**config.mk**
```make
export PLATFORM = sky130hd
export DESIGN_NAME = rst_lock_regs
export DESIGN_NICKNAME = d
export VERILOG_FILES = /design/src/rtl/rstlk_pkg.sv /design/src/rtl/rstlk_key_gate.sv /design/src/rtl/rstlk_cfg_reg.sv /design/src/rtl/rstlk_src_track.sv /design/src/rtl/rst_lock_regs.sv
export SDC_FILE = /design/constraint.sdc
export NUM_CORES = 1
export LEC_CHECK = 0
export BUFFER_PORTS_ARGS = -buffer_cell sky130_fd_sc_hd__clkbuf_2
export CAP_MARGIN = 10
export CORE_MARGIN = 8
export CORE_UTILIZATION = 42
export DETAILED_ROUTE_END_ITERATION = 6
export PLACE_DENSITY = 0.73
export SYNTH_ARGS = -nofsm -noshare
export SYNTH_HDL_FRONTEND = slang
export SYNTH_HIERARCHICAL = 1
export SYNTH_SLANG_ARGS = --single-unit
```
**constraint.sdc**
```tcl
create_clock -name clk -period 3.4 [get_ports clk]
set_input_delay 0 -clock clk [delete_from_list [all_inputs] [get_ports clk]]
set_output_delay 0 -clock clk [all_outputs]
set_load 0.02 [all_outputs]
```
**src/rtl/rstlk_pkg.sv**
```systemverilog
package rstlk_pkg;

    localparam int          MAX_WD      = 4;
    localparam logic [15:0] UNLOCK_CODE = 16'h5A69;
    localparam logic [15:0] KEY_OPEN_RD = 16'h000C;
    localparam logic [15:0] KEY_SHUT_RD = 16'h0003;
    localparam int          SWRST_BIT   = 16;
    localparam int          CFG_SW_BIT  = 13;
    localparam int          CFG_PIN_BIT = 12;
    localparam int          ST_POR      = 0;
    localparam int          ST_PIN      = 1;
    localparam int          ST_SW       = 2;
    localparam int          ST_WD0      = 8;

    typedef enum logic [1:0] {
        REG_CTRL = 2'd0,
        REG_CFG  = 2'd1,
        REG_STAT = 2'd2,
        REG_NONE = 2'd3
    } reg_sel_e;

    typedef struct packed {
        logic              pin;
        logic [MAX_WD-1:0] wd;
        logic              sw;
    } rst_evt_t;

    function automatic logic [31:0] cfg_mask(int nwd);
        logic [31:0] m;
        m = (32'd1 << CFG_SW_BIT) | (32'd1 << CFG_PIN_BIT);
        m = m | ((32'd1 << nwd) - 32'd1);
        return m;
    endfunction

    // One-hot status code; pin beats watchdogs (low index first), which beat software.
    function automatic logic [31:0] status_code(rst_evt_t e);
        logic [31:0] r;
        logic        found;
        r     = '0;
        found = 1'b0;
        if (e.pin) begin
            r[ST_PIN] = 1'b1;
        end else if (|e.wd) begin
            for (int i = 0; i < MAX_WD; i++) begin
                if (e.wd[i] && !found) begin
                    r[ST_WD0 + i] = 1'b1;
                    found         = 1'b1;
                end
            end
        end else if (e.sw) begin
            r[ST_SW] = 1'b1;
        end
        return r;
    endfunction

endpackage

```
**src/rtl/rstlk_key_gate.sv**
```systemverilog
module rstlk_key_gate
    import rstlk_pkg::*;
(
    input  logic        clk,
    input  logic        rst,
    input  logic        ctrl_wr,
    input  logic        cfg_wr,
    input  logic [16:0] ctrl_wdata,
    input  logic        relock,
    output logic        key_open,
    output logic        sw_bit,
    output logic        sw_fire
);

    assign sw_fire = ctrl_wr && key_open && !relock && !ctrl_wdata[SWRST_BIT];

    always_ff @(posedge clk) begin
        if (rst) begin
            key_open <= 1'b0;
            sw_bit   <= 1'b1;
        end else if (relock) begin
            key_open <= 1'b0;
            sw_bit   <= 1'b1;
        end else if (ctrl_wr) begin
            if (key_open) begin
                sw_bit   <= ctrl_wdata[SWRST_BIT];
                key_open <= 1'b0;
            end else if (ctrl_wdata[15:0] == UNLOCK_CODE) begin
                key_open <= 1'b1;
            end
        end else if (cfg_wr) begin
            key_open <= 1'b0;
        end
    end

endmodule

```
**src/rtl/rstlk_cfg_reg.sv**
```systemverilog
module rstlk_cfg_reg
    import rstlk_pkg::*;
#(
    parameter int NUM_WD = 4
) (
    input  logic        clk,
    input  logic        rst,
    input  logic        wr_ok,
    input  logic [31:0] wdata,
    output logic [31:0] cfg_q
);

    localparam logic [31:0] MASK = cfg_mask(NUM_WD);

    always_ff @(posedge clk) begin
        if (rst) begin
            cfg_q <= '0;
        end else if (wr_ok) begin
            cfg_q <= wdata & MASK;
        end
    end

endmodule

```
**src/rtl/rstlk_src_track.sv**
```systemverilog
module rstlk_src_track
    import rstlk_pkg::*;
#(
    parameter int NUM_WD = 4
) (
    input  logic              clk,
    input  logic              rst,
    input  logic              pin,
    input  logic [NUM_WD-1:0] wd,
    input  logic              sw_fire,
    output logic              req_pin,
    output logic [NUM_WD-1:0] req_wd,
    output logic              req_sw,
    output logic [31:0]       status_q
);

    logic              pin_q;
    logic              pin_edge;
    logic [NUM_WD-1:0] wd_edge;
    rst_evt_t          evt;

    assign pin_edge = pin & ~pin_q;

    for (genvar g = 0; g < NUM_WD; g++) begin : g_wd
        logic q;
        always_ff @(posedge clk) begin
            if (rst) q <= 1'b0;
            else     q <= wd[g];
        end
        assign wd_edge[g] = wd[g] & ~q;
    end

    always_comb begin
        evt                = '0;
        evt.pin            = pin_edge;
        evt.sw             = sw_fire;
        evt.wd[NUM_WD-1:0] = wd_edge;
    end

    always_ff @(posedge clk) begin
        if (rst) begin
            pin_q    <= 1'b0;
            req_pin  <= 1'b0;
            req_wd   <= '0;
            req_sw   <= 1'b0;
            status_q <= 32'd1 << ST_POR;
        end else begin
            pin_q   <= pin;
            req_pin <= pin_edge;
            req_wd  <= wd_edge;
            req_sw  <= sw_fire;
            if (|evt) status_q <= status_code(evt);
        end
    end

endmodule

```
**src/rtl/rst_lock_regs.sv**
```systemverilog
module rst_lock_regs
    import rstlk_pkg::*;
#(
    parameter int NUM_WD = 4
) (
    input  logic              clk,
    input  logic              rst,
    input  logic              bus_we,
    input  logic [1:0]        bus_addr,
    input  logic [31:0]       bus_wdata,
    output logic [31:0]       bus_rdata,
    input  logic              rst_pin,
    input  logic [NUM_WD-1:0] wd_rst,
    output logic              req_pin,
    output logic [NUM_WD-1:0] req_wd,
    output logic              req_sw,
    output logic              type_pin,
    output logic [NUM_WD-1:0] type_wd,
    output logic              type_sw
);

    reg_sel_e    sel;
    logic        ctrl_wr;
    logic        cfg_wr;
    logic        key_open;
    logic        sw_bit;
    logic        sw_fire;
    logic        relock;
    logic [31:0] cfg_q;
    logic [31:0] status_q;

    assign sel     = reg_sel_e'(bus_addr);
    assign ctrl_wr = bus_we && (sel == REG_CTRL);
    assign cfg_wr  = bus_we && (sel == REG_CFG);
    assign relock  = req_pin | req_sw | (|req_wd);

    rstlk_key_gate u_key (
        .clk        (clk),
        .rst        (rst),
        .ctrl_wr    (ctrl_wr),
        .cfg_wr     (cfg_wr),
        .ctrl_wdata (bus_wdata[16:0]),
        .relock     (relock),
        .key_open   (key_open),
        .sw_bit     (sw_bit),
        .sw_fire    (sw_fire)
    );

    rstlk_cfg_reg #(.NUM_WD(NUM_WD)) u_cfg (
        .clk   (clk),
        .rst   (rst),
        .wr_ok (cfg_wr && key_open && !relock),
        .wdata (bus_wdata),
        .cfg_q (cfg_q)
    );

    rstlk_src_track #(.NUM_WD(NUM_WD)) u_src (
        .clk      (clk),
        .rst      (rst),
        .pin      (rst_pin),
        .wd       (wd_rst),
        .sw_fire  (sw_fire),
        .req_pin  (req_pin),
        .req_wd   (req_wd),
        .req_sw   (req_sw),
        .status_q (status_q)
    );

    assign type_sw  = cfg_q[CFG_SW_BIT];
    assign type_pin = cfg_q[CFG_PIN_BIT];
    assign type_wd  = cfg_q[NUM_WD-1:0];

    always_comb begin
        case (sel)
            REG_CTRL: bus_rdata = {15'd0, sw_bit, key_open ? KEY_OPEN_RD : KEY_SHUT_RD};
            REG_CFG:  bus_rdata = cfg_q;
            REG_STAT: bus_rdata = status_q;
            default:  bus_rdata = '0;
        endcase
    end

endmodule

```
======== Word level (Yosys, flattened, before mapping) ========
Index checks and enable logic that the tools add are counted.
storage, ports and cells
  logic and storage cells ................. 79
  input port bits ......................... 42
  flip-flop bits (word level) ............. 26
operators by class
  reduce and logical (&&, ||, !) cells .... 22
  equality and inequality tests ........... 3
  bitwise operators ....................... 12
  multiplexer cells ....................... 30
operator list
  kind                                              number
  one-hot mux 17 bit (3 select lines)               1
  two-way mux 1 bit                                 26
  == test 16 x 15 -> 1 bit (second input constant)  1
  two-way mux 4 bit                                 3
  logical AND 1 bit                                 10
  OR reduction 4 bit                                2
  OR reduction 6 bit                                1
  bitwise AND 1 bit                                 5
  zero test 1 bit                                   5
  inverter 1 bit                                    5
  == test 2 x 1 -> 1 bit (second input constant)    1
  == test 2 bit (second input constant)             1
  zero test 2 bit                                   1
  OR 1 bit                                          2
  AND reduction 2 bit                               1
  nonzero test 2 bit                                1
  OR reduction 2 bit                                1

======== Longest topological paths before layout ========
  word-level depth ........................ 27
  gate-level depth with buffers ........... 7

======== Cells and area by module ========
The synthesis kept the hierarchy.
modules (own cells, without submodules)
  module           area an instance (µm²)  instances  sequential area each (µm²)  cells each
  rstlk_src_track  827.0                   1          360.3                       82
  rst_lock_regs    465.4                   1          0.0                         61
  rstlk_cfg_reg    412.9                   1          120.1                       46
  rstlk_key_gate   145.1                   1          40.0                        17

======== Worst setup path after synthesis ========
No wires, ideal clock.
  path kind ............................... flip-flop to flip-flop
  from .................................... register u_src.req_wd[1]
  to ...................................... register u_src.status_q[11]
  data arrival time ....................... 1.462 ns
  stages on the path, launching flop included .. 6
  setup time .............................. 0.121 ns
  data required time ...................... 3.279 ns
  path slack .............................. 1.817 ns
  period minus slack after synthesis ...... 1.583 ns
  cells stage by stage .................... dfxtp_1 -> nor4_1 -> nand2_1 -> nor3_1 -> nand2b_1 -> a211oi_2
between the ends
  word-level cells in the longest chain between the ends .. 6
RTL lines
  element                         RTL line               source
  from (decl)                     rstlk_src_track.sv:12  output logic [NUM_WD-1:0] req_wd,
  from (signal assigned)          rstlk_src_track.sv:50  req_wd <= wd_edge;
  OR reduction 4 bit              rst_lock_regs.sv:35    assign relock = req_pin | req_sw | (|req_wd);
  OR 1 bit                        rst_lock_regs.sv:35
  via relock                      rst_lock_regs.sv:28    logic relock;
  zero test 1 bit                 rstlk_key_gate.sv:15   assign sw_fire = ctrl_wr && key_open && !relock && !ctrl_wdata[SWRST_BIT];
  logical AND 1 bit (2 in a row)  rstlk_key_gate.sv:15
  via sw_fire                     rst_lock_regs.sv:27    logic sw_fire;
  OR reduction 6 bit              rstlk_src_track.sv:52  if (|evt) status_q <= status_code(evt);
  to (signal assigned)            rstlk_src_track.sv:46  status_q <= 32'd1 << ST_POR;
  to (signal assigned)            rstlk_src_track.sv:52
  to (decl)                       rstlk_src_track.sv:14  output logic [31:0] status_q
The timed path passes the listed nets, and every way through them passes these cells.
A chain may end at the register's enable or synchronous reset.

======== Final worst setup path ========
  from .................................... register u_src.req_wd[1]
  to ...................................... register u_src.status_q[1]
The elaborated chain is that of the path after synthesis.

==> results.txt <==
initial antenna violation count: 0
largest cells by area after synthesis: dfxtp_1 28%, buf_4 21%, a22o_1 13%
Post-Layout Inst Area: 0.00203 sq mm
Pins Over Slew Limit: 0
PostCTS Resize Cnt: 0
clock root cell: clkbuf_8
clock skew: 0.00216 ns
first-pass GRT wire length: 5810 um
number of distinct library cells after synthesis: 35
Critical Path RT: 3.55 ns
CTS sink count: 26
Fin Setup TNS: 0 ns
IO Pins: 86
Site Rows: 24
vias in the first global route: 1235
Syn Area/Cell: 8.98 sq um
min-delay worst type: input pin to register
violated checks: hold timing
share of the synthesized area in the top cell type: 28.1%
Routed WL: 3890 um
area grow syn2layout: 9.74%
final core area utilization: 47.3%
post-synthesis compound-gate area fraction: 18.7%
Slew headroom: 30.4%
number of synthesized flops with an enable pin: 0
per-cell routed wire length: 12.6 um
Adder-Cell Fraction of Synth Area: 0%
status: finished with violations
RSZ-0062 raised after global routing: no
Buffers on Ports: 49
netlist area before placement: 0.00185 sq mm
sequential share of the synthesized area: 28.1%
critical path class: register to register
Synth Area in XOR/XNOR: 0%
yosys warns: 6
Final Hold Fails: 1
Final ANT Viol Nets: 0
Skew-Pair Late Insertion Delay: 0.27 ns
GRT Util Overall: 10.7%
Starting Density: 43.1%
n_diodes: 0
share of layout cells above drive strength 1: 25.3%
cell count after synthesis: 206
Synth async-reset ratio: 0%
Seq cells post-synth: 26
CTS tree: yes
vias per inst: 4.46
Pre-antenna DRT Iters: 4
setup violators final: 0
most numerous cell in the Yosys netlist: buf_4
Worst-Margin Slew: 1.04 ns
final hold slack: -0.00294 ns
GP Congestion: 0.773
post-CTS setup buffers: 0
Cell Area, Placed: 0.00186 sq mm
Tmin final: 1.90 ns
Leak: 0.000960 uW
Die Wd: 82.4 um
Residual DRC: 0
deepest clock path buffer count: 2
H-tree levels: 1
Clock transition at path regs: 0.09 ns
Max IR drop VDD: 0.000389 V
crit path DAT: 2.05 ns
hpwl dp: 3010 um
DR iter-0 viols: 36
die area: 0.00679 sq mm
synth cell count leaders: 52 x buf_4, 27 x a22o_1, 26 x dfxtp_1
Fill cells: 436
maxcap violations: 0
Worst Setup End Kind: register
CP Launch Type: register
period utilization: 55.9%
multiplexer share of the synthesized area: 3.79%
largest net degree at the start of global routing: 33
number of buffers created by CTS: 3
gr ovfl total: 0
Final Net Count: 300
vias: 1378
simple logic cell fraction of the synthesized area: 22.6%
largest family of logic cells by synthesized area: buffers and inverters
dominant synthesized flop cell: dfxtp_1
Core Footprint: 0.00429 sq mm
crit-path max FO: 8
Die Y: 82.4 um
fmax: 0.526 GHz
pwr/cell area: 359 mW/mm^2
cell taking the most area after synthesis: dfxtp_1
layout make-up:
class	count	area (sq um)	area share [%]
inverters	1	3.75	0.185
well taps	52	65.1	3.20
clock inverters	1	30.0	1.48
clock buffers	3	41.3	2.03
repair buffers	59	345	17.0
multi-input cells	167	1020	50.5
flip-flops and latches	26	520	25.6
routing by layer:
metal	up-vias	share of wire, %	track usage, %
met2	40	49	17.9
met5	-	0	0
met1	607	41	12.6
li1	729	-	-
met3	2	10	4.44
met4	0	0.41	2.11
state kept, by name, summed over array words and instances (netlist names):
name and flops:
u_src/pin_q 1, u_src/req_pin 1, u_key/key_open 1, u_src/req_sw 1, u_key/sw_bit 1, u_src/status_q 7
u_cfg/cfg_q 6, u_src/req_wd 4, u_src/g_wd.q 4
timing repair:
| item | 4_1_cts | 5_1_grt |
|---|---|---|
| hold endpoints to repair | 9 | 1 |
| hold buffers | 9 | 1 |
| setup endpoints to repair | 0 | 0 |
where the power goes:
part           switching [uW]  internal [uW]  total [uW]
sequential               4.16            314         318
clock                    98.3            158         256
combinational            96.8           59.3         156
total                     199            531         730
metrics by stage:
| step | hold slack (ns) | total power, uW | cells | setup slack (ns) |
|---|---|---|---|---|
| after global placement | 0.245 | 468 | 295 | 1.52 |
| after detailed placement | 0.260 | 470 | 295 | 1.46 |
| final | -0.00294 | 730 | 309 | 1.50 |
| after CTS | 0.000565 | 733 | 308 | 1.43 |
| after floorplan | 0.0724 | 482 | 255 | 1.82 |
| after global routing | 0.00302 | 765 | 309 | 1.27 |
cells by family after synthesis:
group | Yosys count
AO/OA/AOI/OAI | 44
buffers and inverters | 62
flip-flops | 26
multiplexers | 7
other | 2
AND/OR/NAND/NOR | 65
path summary, 6_finish.rpt:
kind / end / slack (ns) / from / cells after the start
max: u_src/status_q[1]$_SDFFE_PP0P_ / 1.50 / u_src/req_wd[1]$_SDFF_PP0_ / 5
min: u_src/g_wd[3].q$_SDFF_PP0_ / -0.003 / wd_rst[3] / 2
max reg2reg: u_src/status_q[1]$_SDFFE_PP0P_ / 1.50 / u_src/req_wd[1]$_SDFF_PP0_ / 5
min reg2reg: u_src/status_q[0]$_SDFFE_PP1P_ / 0.48 / u_src/status_q[0]$_SDFFE_PP1P_ / 2
cells in the final DEF, fill, tap and decap left out, drive strengths merged, types with 2 or more instances in the layout:
cell type and instances:
nand4 3, a21oi 7, a22o 27, nor2b 9, nand3b 3, and2b 2
nand3 4, nor3 2, dlygate4sd3 10, conb 51, nor3b 2, mux2i 7
o21ai 6, a211oi 2, nand2 12, dfxtp 26, clkbuf 52, nand2b 6
nor2 15, nand4b 2
worst max-delay path: stages, from the launching register on:
cell	delay, ns
dfxtp_1	0.32
nor4_1	0.30
nand2_1	0.18
nor3_1	0.71
nand3b_1	0.20
o22ai_1	0.08
Power figures use the tool's default switching activity.
